`config.mk`:
```
export PLATFORM = sky130hd
export DESIGN_NAME = bch2_decoder
export DESIGN_NICKNAME = d
export VERILOG_FILES = /design/src/rtl/bch2_pkg.sv /design/src/rtl/bch2_syndrome.sv /design/src/rtl/bch2_keyeq.sv /design/src/rtl/bch2_chien.sv /design/src/rtl/bch2_decoder.sv
export SDC_FILE = /design/constraint.sdc
export NUM_CORES = 1
export LEC_CHECK = 0
export ABC_AREA = 1
export BUFFER_PORTS_ARGS = -buffer_cell sky130_fd_sc_hd__buf_2
export CAP_MARGIN = 0
export CORE_ASPECT_RATIO = 1.2
export CORE_MARGIN = 4
export CORE_UTILIZATION = 55
export CTS_BUF_LIST = sky130_fd_sc_hd__clkbuf_8
export CTS_CLUSTER_SIZE = 40
export DETAILED_ROUTE_END_ITERATION = 8
export GPL_TIMING_DRIVEN = 0
export PLACE_DENSITY_LB_ADDON = 0.25
export RECOVER_POWER = 25
export REMOVE_ABC_BUFFERS = 1
export SYNTH_ARGS = -nofsm -noshare
export SYNTH_HDL_FRONTEND = slang
export SYNTH_SLANG_ARGS = --single-unit
export TNS_END_PERCENT = 10
```
`constraint.sdc`:
```
create_clock -name clk -period 9.45 [get_ports clk]
set_input_delay 0.4725 -clock clk [delete_from_list [all_inputs] [get_ports clk]]
set_output_delay 0.4725 -clock clk [all_outputs]
set_load 0.02 [all_outputs]
```
`src/rtl/bch2_pkg.sv`:
```
package bch2_pkg;

   localparam int GF_W = 16;
   typedef logic [GF_W-1:0] gf_t;

   typedef enum logic [1:0] {
      ROOTS_NONE = 2'd0,
      ROOTS_ONE  = 2'd1,
      ROOTS_TWO  = 2'd2
   } root_cnt_e;

   // Polynomial-basis product in GF(2^m), reduction by poly (bit m set).
   function automatic gf_t gf_mul(input gf_t a, input gf_t b, input int m,
                                  input logic [GF_W:0] poly);
      gf_t acc;
      gf_t sh;
      acc = '0;
      sh  = a;
      for (int i = 0; i < GF_W; i++) begin
         if (i < m) begin
            if ((b & (gf_t'(1) << i)) != '0) acc ^= sh;
            sh = {sh[GF_W-2:0], 1'b0};
            if ((sh & (gf_t'(1) << m)) != '0) sh ^= poly[GF_W-1:0];
         end
      end
      return acc;
   endfunction

   // alpha^e, alpha being the class of x; used for constants only.
   function automatic gf_t gf_alpha_pow(input int e, input int m,
                                        input logic [GF_W:0] poly);
      gf_t r;
      r = gf_t'(1);
      for (int i = 0; i < e; i++) begin
         r = {r[GF_W-2:0], 1'b0};
         if ((r & (gf_t'(1) << m)) != '0) r ^= poly[GF_W-1:0];
      end
      return r;
   endfunction

endpackage

```
`src/rtl/bch2_syndrome.sv`:
```
module bch2_syndrome #(
   parameter int         M    = 5,
   parameter int         NUM  = 2,
   parameter logic [M:0] PRIM = 6'b100101,
   localparam int        N    = (1 << M) - 1
) (
   input  logic [N-1:0]          blk,
   output logic [NUM-1:0][M-1:0] syn
);

   // Taps of syndrome bit b for power pw: positions i where alpha^(pw*i) has bit b set.
   function automatic logic [N-1:0] tap_mask(input int pw, input int b);
      logic [N-1:0]   msk;
      bch2_pkg::gf_t  e;
      logic           hit;
      msk = '0;
      for (int i = 0; i < N; i++) begin
         e   = bch2_pkg::gf_alpha_pow((pw * i) % N, M, 17'(PRIM));
         hit = (e & (bch2_pkg::gf_t'(1) << b)) != '0;
         msk |= {{(N-1){1'b0}}, hit} << i;
      end
      return msk;
   endfunction

   // Odd syndromes S1, S3, ... : the j-th tree uses power 2j+1.
   for (genvar j = 0; j < NUM; j++) begin : g_syn
      for (genvar b = 0; b < M; b++) begin : g_bit
         localparam logic [N-1:0] TAPS = tap_mask(2 * j + 1, b);
         assign syn[j][b] = ^(blk & TAPS);
      end
   end

endmodule

```
`src/rtl/bch2_keyeq.sv`:
```
module bch2_keyeq #(
   parameter int         M    = 5,
   parameter logic [M:0] PRIM = 6'b100101
) (
   input  logic [M-1:0]        s1,
   input  logic [M-1:0]        s3,
   output logic [M-1:0]        lam0,
   output logic [M-1:0]        lam1,
   output logic [M-1:0]        lam2,
   output bch2_pkg::root_cnt_e roots_exp,
   output logic                syn_bad
);

   bch2_pkg::gf_t sq;
   bch2_pkg::gf_t cube;

   assign sq   = bch2_pkg::gf_mul(16'(s1), 16'(s1), M, 17'(PRIM));
   assign cube = bch2_pkg::gf_mul(sq, 16'(s1), M, 17'(PRIM));

   // Scaled locator: S1 + S1^2 x + (S3 + S1^3) x^2, identity when S1 = 0.
   always_comb begin
      if (s1 == '0) begin
         lam0      = {{(M-1){1'b0}}, 1'b1};
         lam1      = '0;
         lam2      = '0;
         roots_exp = bch2_pkg::ROOTS_NONE;
         syn_bad   = (s3 != '0);
      end else begin
         lam0      = s1;
         lam1      = sq[M-1:0];
         lam2      = s3 ^ cube[M-1:0];
         roots_exp = (lam2 == '0) ? bch2_pkg::ROOTS_ONE : bch2_pkg::ROOTS_TWO;
         syn_bad   = 1'b0;
      end
   end

endmodule

```
`src/rtl/bch2_chien.sv`:
```
module bch2_chien #(
   parameter int         M    = 5,
   parameter logic [M:0] PRIM = 6'b100101,
   localparam int        N    = (1 << M) - 1,
   localparam int        CW   = $clog2(N + 1)
) (
   input  logic [M-1:0]  lam0,
   input  logic [M-1:0]  lam1,
   input  logic [M-1:0]  lam2,
   output logic [N-1:0]  hits,
   output logic [CW-1:0] n_roots
);

   // Position i is in error when the locator vanishes at alpha^(-i).
   for (genvar i = 0; i < N; i++) begin : g_pos
      localparam bch2_pkg::gf_t B1 =
         bch2_pkg::gf_alpha_pow((N - i) % N, M, 17'(PRIM));
      localparam bch2_pkg::gf_t B2 =
         bch2_pkg::gf_alpha_pow((2 * (N - i)) % N, M, 17'(PRIM));
      bch2_pkg::gf_t t1;
      bch2_pkg::gf_t t2;
      assign t1      = bch2_pkg::gf_mul(16'(lam1), B1, M, 17'(PRIM));
      assign t2      = bch2_pkg::gf_mul(16'(lam2), B2, M, 17'(PRIM));
      assign hits[i] = ((lam0 ^ t1[M-1:0] ^ t2[M-1:0]) == '0);
   end

   assign n_roots = CW'($countones(hits));

   // A locator of degree <= 2 with non-zero constant term has at most two roots.
   always_comb begin
      if (lam0 != '0) begin
         p_root_bound_r6: assert ($countones(hits) <= 2)
            else $error("locator with more than two roots");
      end
      if (lam1 == '0 && lam2 == '0 && lam0 != '0) begin
         p_identity_no_root_r2: assert (hits == '0)
            else $error("constant locator produced a root");
      end
   end

endmodule

```
`src/rtl/bch2_decoder.sv`:
```
module bch2_decoder #(
   parameter int         M    = 5,
   parameter logic [M:0] PRIM = 6'b100101,
   localparam int        N    = (1 << M) - 1,
   localparam int        T    = 2,
   localparam int        K    = N - M * T,
   localparam int        CW   = $clog2(N + 1)
) (
   input  logic         clk,
   input  logic         rst_n,
   input  logic         in_valid,
   input  logic [N-1:0] in_block,
   output logic         out_valid,
   output logic [N-1:0] out_block,
   output logic [K-1:0] out_info,
   output logic         out_fail
);

   if (M < 3 || M > 12) begin : g_bad_m
      $error("bch2_decoder: M must lie in 3..12");
   end
   if (PRIM[M] != 1'b1 || PRIM[0] != 1'b1) begin : g_bad_prim
      $error("bch2_decoder: PRIM must have degree M and a constant term");
   end

   // ---------------- syndrome trees on the incoming word ----------------
   logic [T-1:0][M-1:0] syn;

   bch2_syndrome #(.M(M), .NUM(T), .PRIM(PRIM)) u_syn (
      .blk (in_block),
      .syn (syn)
   );

   // ---------------- rank 1: word + syndromes ----------------
   logic         v1_q;
   logic [N-1:0] blk1_q;
   logic [M-1:0] s1_q;
   logic [M-1:0] s3_q;

   always_ff @(posedge clk or negedge rst_n) begin
      if (!rst_n) begin
         v1_q   <= 1'b0;
         blk1_q <= '0;
         s1_q   <= '0;
         s3_q   <= '0;
      end else begin
         v1_q <= in_valid;
         if (in_valid) begin
            blk1_q <= in_block;
            s1_q   <= syn[0];
            s3_q   <= syn[1];
         end
      end
   end

   // ---------------- locator, root search, correction ----------------
   logic [M-1:0]        lam0, lam1, lam2;
   bch2_pkg::root_cnt_e roots_exp;
   logic                syn_bad;
   logic [N-1:0]        hits;
   logic [CW-1:0]       n_roots;
   logic                dec_fail;
   logic [N-1:0]        fixed_blk;

   bch2_keyeq #(.M(M), .PRIM(PRIM)) u_keyeq (
      .s1        (s1_q),
      .s3        (s3_q),
      .lam0      (lam0),
      .lam1      (lam1),
      .lam2      (lam2),
      .roots_exp (roots_exp),
      .syn_bad   (syn_bad)
   );

   bch2_chien #(.M(M), .PRIM(PRIM)) u_chien (
      .lam0    (lam0),
      .lam1    (lam1),
      .lam2    (lam2),
      .hits    (hits),
      .n_roots (n_roots)
   );

   assign dec_fail  = syn_bad || (n_roots != CW'(roots_exp));
   assign fixed_blk = dec_fail ? blk1_q : (blk1_q ^ hits);

   // ---------------- rank 2: output ----------------
   always_ff @(posedge clk or negedge rst_n) begin
      if (!rst_n) begin
         out_valid <= 1'b0;
         out_block <= '0;
         out_fail  <= 1'b0;
      end else begin
         out_valid <= v1_q;
         if (v1_q) begin
            out_block <= fixed_blk;
            out_fail  <= dec_fail;
         end
      end
   end

   assign out_info = out_block[N-1:N-K];

   // ---------------- assertions ----------------
   logic [1:0] age_q;
   always_ff @(posedge clk or negedge rst_n) begin
      if (!rst_n)              age_q <= 2'd0;
      else if (age_q != 2'd2)  age_q <= age_q + 2'd1;
   end

   p_valid_lag_r7: assert property (@(posedge clk) disable iff (!rst_n)
      (age_q == 2'd2) |-> (out_valid == $past(in_valid, 2)))
      else $error("out_valid is not in_valid delayed by two");

   p_clean_pass_r2: assert property (@(posedge clk) disable iff (!rst_n)
      (v1_q && s1_q == '0 && s3_q == '0) |=> (out_block == $past(blk1_q) && !out_fail))
      else $error("zero-syndrome word altered");

   p_fail_unmodified_r5: assert property (@(posedge clk) disable iff (!rst_n)
      (out_valid && out_fail) |-> (out_block == $past(blk1_q)))
      else $error("failed word was modified");

   p_flip_weight_r6: assert property (@(posedge clk) disable iff (!rst_n)
      (out_valid && !out_fail) |-> ($countones(out_block ^ $past(blk1_q)) <= 2))
      else $error("more than two bits changed");

   p_idle_hold_r9: assert property (@(posedge clk) disable iff (!rst_n)
      !v1_q |=> ($stable(out_block) && $stable(out_fail)))
      else $error("output changed without a valid word");

endmodule

```
==> reports/results.tsv, run 1 <==
metric	value	unit
Final Util	64.6	%
ant diodes	0	
DR pass1 iterations	6	
critical path arrival	9.34	ns
gr usage total	34.1	%
Syn Std Cell Area	11200	µm²
DIE WIDTH	138	µm
Reg area	1900	µm²
Crit Path Class	reg -> reg	
Clock Pin Slew Worst Setup and Hold Paths	0.08	ns
RR Endpoint	out_block[16]	
post-DP HPWL	28500	µm
TritonCTS clock tree	yes	
CP dominant cell by count	inv_1	
final setup violating endpoints	0	
initial antenna violation count	0	
overall via count from detail_route	11600	
HP Class	in -> reg	
first-pass GRT wire length	60300	µm
Syn Inst Count	1674	
routability cong.	1.03	
multi-input logic area	8550	µm²
Final Hold Fails	0	
reg-to-reg startpoint	s1_q[3]	
final-layout fill cell count	1798	
grt ovf	0	
EDFF count, synth	0	
clk root buf	clkbuf_8	
Port Buf Inserts	87	
Final period util	96.3	%
most frequent cells in the layout	nand2_1, xor2_1, inv_1	
setup slack after layout	0.350	ns
Worst Tran Pin Value	2.98	ns
R2R setup slack	0.35	ns
post-synthesis register bit count	75	
Via density	5.67	
post-route ant nets	0	
commonest non-fill, non-tap cell in the layout	nand2_1	
skew final	0.0144	ns
Die Y	164	µm
CP peak stage delay	0.71	ns
share of cells above drive strength 1	19.7	%
CP Max Fanout	16	
Max Cap Viol	2	
wire per inst	19.9	µm
worst slack, placed	-1.94	ns
post-synthesis async set-or-reset flop share	100	%
die footprint	22800	µm²
CP max stage cell	nor3_1	
Cell Rows	56	
Setup crit end kind	register	
Skew-Pair Late Insertion Delay	0.37	ns
DRC Markers	0	
worst reg2reg path depth	42	
core area	19800	µm²
failing checks	capacitance limit, slew limit	
Yosys warnings	0	
vias in the first global route	10700	
critical path launch point	s1_q[3]	
largest net degree at the start of global routing	67	
Top-Level Pins	88	
worst setup path endpoint	out_block[16]	
Area growth syn-to-layout	14.3	%
Synth cell types	54	
register area share after synthesis	16.7	%
Initial Util	56.6	%
Max Buffers Root-to-Sink	2	
fmax	0.110	GHz
outcome	finished with violations	
Mapped Avg Cell Area	6.70	µm²
Nets	1846	
Main synth FF type	dfrtp_1	
Setup crit start kind	register	
final slew viol count	124	
clk sinks	75	
CTS Buf Count	9	
WL final	40700	µm
initial DRC count	1113	
H-tree depth	3	
fin crit period	9.10	ns
Slew HR	-98.5	%
critical path data required time	9.69	ns
## layout make-up
class / instances / area share [%]
clock buffer: 10 / 1.07
clock inverter: 6 / 0.693
inverter: 185 / 5.72
multi-input combinational: 1342 / 66.7
sequential: 75 / 14.8
tap: 261 / 2.55
timing repair buffer: 160 / 8.49
## critical path: cells and delay by family (launching register included)
kind | cells | cell delay, ns
DFF | 1 | 0.58
xor gates and xnor gates | 2 | 0.37
adders and majority gates | 9 | 3.71
and+or+nand+nor | 19 | 2.70
AOI/OAI and AO/OA | 2 | 0.52
buffers and inverters | 10 | 1.06
## repair_timing
action / 4_1_cts / 5_1_grt
hold buffers: 1 / 0
endpoints found under the hold margin: 19 / 0
gates resized for setup: 35 / 47
pin swaps: 6 / 26
setup buffers: 16 / 53
endpoints found under the setup margin: 32 / 32
gates cloned: 5 / 2
## per-stage QoR
stage	instances	setup TNS [ns]	hold slack, ns	instance area, µm²
floorplan	1596	-45.98	0.177	10700
global placement	1944	-150.96	0.460	11500
detailed placement	1946	-54.43	0.381	11500
CTS	1984	0	0.369	12100
global route	2039	-0.0155	0.376	12800
finish	2039	0	0.378	12800
## registers in the layout (all words and copies together), names as in the netlist
signal,flops
blk1_q,31
out_block,31
s1_q,5
s3_q,5
out_fail,1
out_valid,1
v1_q,1
## logic make-up after synthesis
family          count (synthesis)  synth area share [%]
simple gates                  906                  38.3
xor+xnor                      304                  24.0
buf+inv                       263                  10.8
compound gates                 87                  4.33
flops                          75                  16.7
fa+ha+maj                      39                  5.89
## Yosys cell counts (4+ instances only)
| cell | count | area, µm² |
|---|---|---|
| xor2_1 | 219 | 1920 |
| buf_6 | 6 | 67.6 |
| o21ai_0 | 55 | 275 |
| nor2_1 | 59 | 221 |
| or2_2 | 7 | 43.8 |
| nor4_1 | 4 | 25.0 |
| nand3_2 | 13 | 130 |
| nand4_1 | 27 | 169 |
| inv_2 | 9 | 33.8 |
| a21oi_1 | 11 | 55.1 |
| nor3_1 | 6 | 30.0 |
| dfrtp_1 | 75 | 1880 |
| nand3b_1 | 12 | 90.1 |
| ha_1 | 16 | 200 |
| nor2_2 | 15 | 93.8 |
| o21ai_1 | 7 | 35.0 |
| fa_1 | 23 | 460 |
| nand2_2 | 44 | 275 |
| nand2_1 | 526 | 1970 |
| nand2_4 | 24 | 270 |
| buf_4 | 35 | 263 |
| nor3_2 | 4 | 40.0 |
| inv_1 | 169 | 634 |
| buf_1 | 5 | 18.8 |
| buf_2 | 11 | 55.1 |
| xnor2_1 | 83 | 727 |
| clkbuf_1 | 20 | 75.1 |
| nand3_1 | 150 | 751 |
## how the worst min path moves through the flow
stage,start,endpoint,slack (ns),cells past startpoint
after floorplan,rst_n,blk1_q[0],0.18,0
after global placement,out_block[2],out_block[2],0.46,2
after detailed placement,rst_n,out_valid,0.38,1
after CTS,in_block[0],blk1_q[0],0.37,3
after global routing,in_block[0],blk1_q[0],0.38,3
final,in_block[13],blk1_q[13],0.38,3
## metal layers
| layer | track usage [%] | vias to the layer above | wire length, µm |
|---|---|---|---|
| met1 | 41.2 | 5282 | 15000 |
| li1 | - | 5387 | - |
| met2 | 56.4 | 673 | 18500 |
| met4 | 23.6 | 0 | 3430 |
| met3 | 5.07 | 213 | 3770 |
| met5 | 0 | - | 0 |
Power of run 1 is left out: the tool's default activity adds up to more than one toggle a clock period on the data nets, which glitch-free logic cannot reach.
==> run 2, diff against run 1 <==
- MAX_ROUTING_LAYER: default -> met4
==> run 2 against run 1 <==
Compared with the run above:
- the run still ends with capacitance limit, slew limit left
- register-to-register slack improved by 0.02 ns
- clock skew grew 0.0016 ns
- maximum frequency increased by 0.26%
- wire length down 0.28%
- die area unchanged
- cell area is 0.86% lower
- largest cell class unchanged
==> reports/results.tsv, run 2 (same netlist as run 1, synthesis figures left out) <==
metric	value	unit	change
ant diodes	0		unchanged
skew final	0.0160	ns	was 0.0144 ns
TritonCTS clock tree	yes		unchanged
RR Endpoint	out_block[14]		was out_block[16]
critical path arrival	9.31	ns	was 9.34 ns
initial DRC count	1062		was 1113
DP Cell Count	1947		was 1946
WP buf/inv	9		was 10
vias in the first global route	10500		was 10700
final setup violating endpoints	0		unchanged
final slew viol count	60		was 124
Slew HR	-109	%	was -98.5%
Initial Util	56.6	%	unchanged
Port Buf Inserts	87		unchanged
most frequent cells in the layout	nand2_1, xor2_1, inv_1		unchanged
outcome	finished with violations		unchanged
reg-to-reg startpoint	s1_q[0]		was s1_q[3]
Setup crit start kind	register		unchanged
worst setup path endpoint	out_block[14]		was out_block[16]
CP Depth	44		was 42
routability cong.	0.998		was 1.03
Max Cap Viol	1		was 2
CP top delay family	adder cells		unchanged
Cell Rows	56		unchanged
critical path data required time	9.69	ns	about the same
first-pass GRT wire length	60000	µm	was 60300 µm
HP Class	in -> reg		unchanged
Final Hold Fails	0		unchanged
share of cells above drive strength 1	19.1	%	was 19.7%
post-DP HPWL	29400	µm	was 28500 µm
R2R setup slack	0.37	ns	was 0.35 ns
Final Util	64.1	%	was 64.6%
clk sinks	75		unchanged
top flop regs	blk1_q: 31 flops, out_block: 31 flops		unchanged
clk root buf	clkbuf_8		unchanged
grt met2 use	58.9	%	was 56.4%
Fin Hold WS	0.378	ns	about the same
DR pass1 iterations	5		was 6
largest net degree at the start of global routing	67		unchanged
Via density	5.58		was 5.67
commonest non-fill, non-tap cell in the layout	nand2_1		unchanged
grt ovf	0		unchanged
Setup crit end kind	register		unchanged
Skew-Pair Late Insertion Delay	0.36	ns	was 0.37 ns
fmax	0.110	GHz	about the same
post-route ant nets	0		unchanged
overall via count from detail_route	11400		was 11600
failing checks	capacitance limit, slew limit		unchanged
CP dominant cell by count	nand2_1		was inv_1
met1 GRT Util	41.4	%	was 41.2%
CP Max Fanout	21		was 16
worst reg2reg path depth	44		was 42
fin crit period	9.08	ns	was 9.10 ns
gr usage total	35.3	%	was 34.1%
Cell Count, Final, Fillers Out	2033		was 2039
most used routing layer in global routing	met2		unchanged
DRC Markers	0		unchanged
DIE WIDTH	138	µm	unchanged
wire per inst	19.9	µm	about the same
Top-Level Pins	88		unchanged
Final period util	96.0	%	was 96.3%
Max Buffers Root-to-Sink	2		unchanged
core area	19800	µm²	unchanged
critical path launch point	s1_q[0]		was s1_q[3]
WL final	40600	µm	was 40700 µm
Area growth syn-to-layout	13.3	%	was 14.3%
CP max stage cell	fa_1		was nor3_1
H-tree depth	3		unchanged
initial antenna violation count	0		unchanged
Nets	1840		was 1846
Die Y	164	µm	unchanged
Crit Path Class	reg -> reg		unchanged
die footprint	22800	µm²	unchanged
TNS Setup	0	ns	unchanged
Global Route met3 Usage	4.32	%	was 5.07%
Worst Tran Pin Value	3.14	ns	was 2.98 ns
CP peak stage delay	0.63	ns	was 0.71 ns
Clock Pin Slew Worst Setup and Hold Paths	0.09	ns	was 0.08 ns
CTS Buf Count	9		unchanged
## run 2: cell count changes in the layout (fill, tap and decap cells not counted), moves of 2 or more
cell	delta
nand2_4	-9
buf_4	-5
nand2_1	+5
buf_16	+3
nand2_2	+3
nand3_2	-3
bufinv_16	-2
nand3_1	+2
nor2_1	+2
nor2_2	-2
xor2_1	-2
## run 2: routing by layer
layer / vias to the layer above / wire, µm
met4: 0 / 2830
met2: 596 / 18800
met3: 173 / 3330
li1: 5361 / -
met1: 5223 / 15600
met5: - / 0
## run 2: worst min-delay path by stage
stage	startpoint	end	depth (start not counted)
after floorplan	rst_n	blk1_q[0]	0
after global placement	out_block[9]	out_block[9]	2
after detailed placement	rst_n	out_fail	1
after CTS	in_block[13]	blk1_q[13]	3
after global routing	in_block[13]	blk1_q[13]	3
final	in_block[30]	blk1_q[30]	3
## run 2: area by class of cell
type	instances	area [µm²]
Clock buffer	10	138
Clock inverter	6	47.5
Fill cell	1793	7120
Inverter	185	731
Multi-Input combinational cell	1339	8460
Sequential cell	75	1900
Tap cell	261	327
Timing Repair Buffer	157	1110
## run 2: worst min-delay path, stage by stage
cell     delay, ns
buf_2         0.12
nand2_1       0.05
nand2_1       0.06
## run 2: through the flow
stage | setup WS (ns) | cell area (µm²)
detailed placement | -1.89 | 11600
finish | 0.374 | 12700
global route | -0.0449 | 12700
global placement | -5.27 | 11500
CTS | 0.0107 | 12000
floorplan | -1.72 | 10700
## run 2: timing repair
action | 4_1_cts | 5_1_grt
cloned | 3 | 0
gates resized for setup | 27 | 39
endpoints found under the hold margin | 16 | 0
setup endpoints to repair | 32 | 32
pin swaps | 4 | 14
setup buffers | 8 | 58
hold buffers | 1 | 0
Power of run 2 is left out for the same reason.
==> run 3, diff against run 2 <==
- ABC_AREA: 1 -> default
==> run 3 against run 2 <==
Compared with the run above:
- the flow finishes with violations (capacitance limit, slew limit, setup timing)
- synthesized cell count shrank 28%
- register-to-register slack lost 0.51 ns
- cell area grew 8.9%
- flip-flop and latch count is the same
- worst setup slack lost 0.51 ns
- global-route usage shrank 0.60 points
- final cell count shrank 20%
- critical path depth shrank 7
- synthesized area shrank 4.0%
- critical path type unchanged
==> reports/results.tsv, run 3 <==
metric	value	unit	change
post-route cell area	13800	µm²	was 12700 µm²
Max Cap Viol	1		unchanged
post-synthesis async set-or-reset flop share	100	%	unchanged
R2R setup slack	-0.14	ns	was 0.37 ns
overall via count from detail_route	10100		was 11400
DR pass1 iterations	8		was 5
Skew-Pair Late Insertion Delay	0.36	ns	about the same
Die Y	161	µm	was 164 µm
most instantiated library cell after synthesis	xnor2_1		was nand2_1
Top-Level Pins	88		unchanged
Clock Pin Slew Worst Setup and Hold Paths	0.08	ns	was 0.09 ns
Worst Hold Path Cells	2		was 3
CP Max Fanout	7		was 21
post-synthesis register bit count	75		unchanged
final-layout fill cell count	1358		was 1793
Final Hold Fails	0		unchanged
Main synth FF type	dfrtp_1		unchanged
DP Area	11100	µm²	was 11600 µm²
critical path data required time	9.68	ns	was 9.69 ns
Slew HR	-114	%	was -109%
CTS Buf Count	9		unchanged
register area share after synthesis	17.4	%	was 16.7%
RR Endpoint	out_block[7]		was out_block[14]
skew final	0.0139	ns	was 0.0160 ns
WP buf/inv	7		was 9
outcome	finished with violations		unchanged
failing checks	capacitance limit, slew limit, setup timing		was capacitance limit, slew limit
post-DP HPWL	25000	µm	was 29400 µm
most frequent cells in the layout	xnor2_1, buf_4, buf_2		was nand2_1, xor2_1, inv_1
critical path arrival	9.81	ns	was 9.31 ns
wire per inst	24.5	µm	was 19.9 µm
clk root buf	clkbuf_8		unchanged
ant diodes	0		unchanged
H-tree depth	3		unchanged
DIE WIDTH	136	µm	was 138 µm
Worst Tran Pin Value	3.21	ns	was 3.14 ns
share of the synthesized area in the top cell type	23.8	%	was 17.6%
HP Class	in -> reg		unchanged
commonest non-fill, non-tap cell in the layout	xnor2_1		was nand2_1
DRC Markers	0		unchanged
die footprint	21900	µm²	was 22800 µm²
gr usage total	34.7	%	was 35.3%
synth top area cells	xnor2_1, dfrtp_1, xnor3_1		was nand2_1, xor2_1, dfrtp_1
Yosys top cell by area	xnor2_1		was nand2_1
Syn Inst Count	1202		was 1674
EDFF count, synth	0		unchanged
share of cells above drive strength 1	35.1	%	was 19.1%
Hold EP	blk1_q[21]		was blk1_q[30]
vias in the first global route	9685		was 10500
CP max stage cell	fa_1		unchanged
Post-synth top cells	xnor2_1, nor2_1, dfrtp_1		was nand2_1, xor2_1, inv_1
grt ovf	0		unchanged
hold path start	in_block[21]		was in_block[30]
core area	19100	µm²	was 19800 µm²
initial antenna violation count	0		unchanged
Via density	6.24		was 5.58
reg-to-reg startpoint	s1_q[0]		unchanged
initial DRC count	1329		was 1062
Yosys warnings	0		unchanged
clk sinks	75		unchanged
Area growth syn-to-layout	28.5	%	was 13.3%
top flop regs	blk1_q: 31 flops, out_block: 31 flops		unchanged
unrepaired setup endpoints after global routing	true		
Syn Std Cell Area	10800	µm²	was 11200 µm²
Nets	1431		was 1840
routability cong.	1.04		was 0.998
final setup violating endpoints	21		was 0
WL final	39700	µm	was 40600 µm
setup slack after layout	-0.136	ns	was 0.374 ns
fin crit period	9.59	ns	was 9.08 ns
Port Buf Inserts	87		unchanged
worst reg2reg path depth	37		was 44
Crit Path Class	reg -> reg		unchanged
fmax	0.104	GHz	was 0.110 GHz
Cell Rows	55		was 56
TritonCTS clock tree	yes		unchanged
first-pass GRT wire length	56500	µm	was 60000 µm
final slew viol count	62		was 60
largest net degree at the start of global routing	62		was 67
Synth cell types	88		was 54
Fin Hold WS	0.386	ns	was 0.378 ns
TNS Setup	-1.42	ns	was 0 ns
Final period util	101	%	was 96.0%
Mapped Avg Cell Area	8.96	µm²	was 6.70 µm²
Max Buffers Root-to-Sink	2		unchanged
Initial Util	56.5	%	was 56.6%
Setup crit end kind	register		unchanged
CP top delay family	adder cells		unchanged
CP peak stage delay	0.55	ns	was 0.63 ns
Setup crit start kind	register		unchanged
post-route ant nets	0		unchanged
==> run 3: how the worst max path moves through the flow <==
| stage | startpoint | endpoint | slack [ns] | depth (start not counted) |
|---|---|---|---|---|
| 2_1_floorplan | s1_q[0] | out_block[5] | -1.81 | 29 |
| 3_3_place_gp | s1_q[4] | out_block[1] | -5.06 | 25 |
| 3_5_place_dp | s1_q[0] | out_block[1] | -3.71 | 33 |
| 4_1_cts | s1_q[1] | out_block[13] | 0.02 | 31 |
| 5_1_grt | s1_q[0] | out_block[7] | -0.33 | 37 |
| 6_report | s1_q[0] | out_block[7] | -0.14 | 37 |
==> run 3: layout make-up <==
cell class | instances | area [µm²] | share of cell area [%]
Inverter | 44 | 173 | 1.25
Clock inverter | 7 | 92.6 | 0.669
Timing Repair Buffer | 239 | 1850 | 13.4
Sequential cell | 75 | 1900 | 13.7
Tap cell | 256 | 320 | 2.31
Clock buffer | 9 | 124 | 0.895
Multi-Input combinational cell | 989 | 9380 | 67.8
==> run 3: layer usage <==
metal	part of all wire, %	wire length (µm)	GRT usage (%)	up-vias
li1	-	-	-	4365
met4	8.1	3230	19.8	0
met5	0	0	-	-
met2	46	18200	54.9	790
met1	35	14000	42.0	4704
met3	11	4290	5.58	250
==> run 3: cell families (layout without fill, tap and decap cells) <==
family / count (synthesis) / count (layout) / synth area share [%]
XOR/XNOR: 407 / 407 / 38.7
buffers and inverters: 141 / 299 / 6.28
AND/OR/NAND/NOR: 300 / 300 / 14.2
adder cells (fa/ha/maj): 39 / 39 / 6.13
AO/OA/AOI/OAI: 179 / 181 / 10.9
flip-flops: 75 / 75 / 17.4
multiplexers: 61 / 62 / 6.39
==> run 3: repair_timing <==
| item | CTS | global route |
|---|---|---|
| gates resized for setup | 133 | 100 |
| pin swaps | 49 | 59 |
| setup endpoints to repair | 32 | 32 |
| gates cloned | 2 | 3 |
| endpoints found under the hold margin | 14 | 0 |
| setup buffers | 92 | 52 |
| hold buffers | 1 | 0 |
==> run 3: per-stage QoR <==
stage	utilization, %	setup slack [ns]	instances
2_1_floorplan	-	-1.81	1105
3_3_place_gp	57.8	-5.06	1448
3_5_place_dp	58.4	-3.71	1453
4_1_cts	67.4	0.0217	1564
5_1_grt	72.6	-0.329	1619
6_report	72.6	-0.136	1619
==> run 3: worst register-to-register path, delay by kind of cell (launching register included) <==
family,cells,cell delay (ns)
AO/OA/AOI/OAI,11,2.28
XOR/XNOR,4,1.27
adder cells (fa/ha/maj),9,3.46
buffers and inverters,7,0.86
flip-flops,1,0.54
multiplexers,1,0.27
AND/OR/NAND/NOR,5,0.76
Power of run 3 is left out for the same reason.
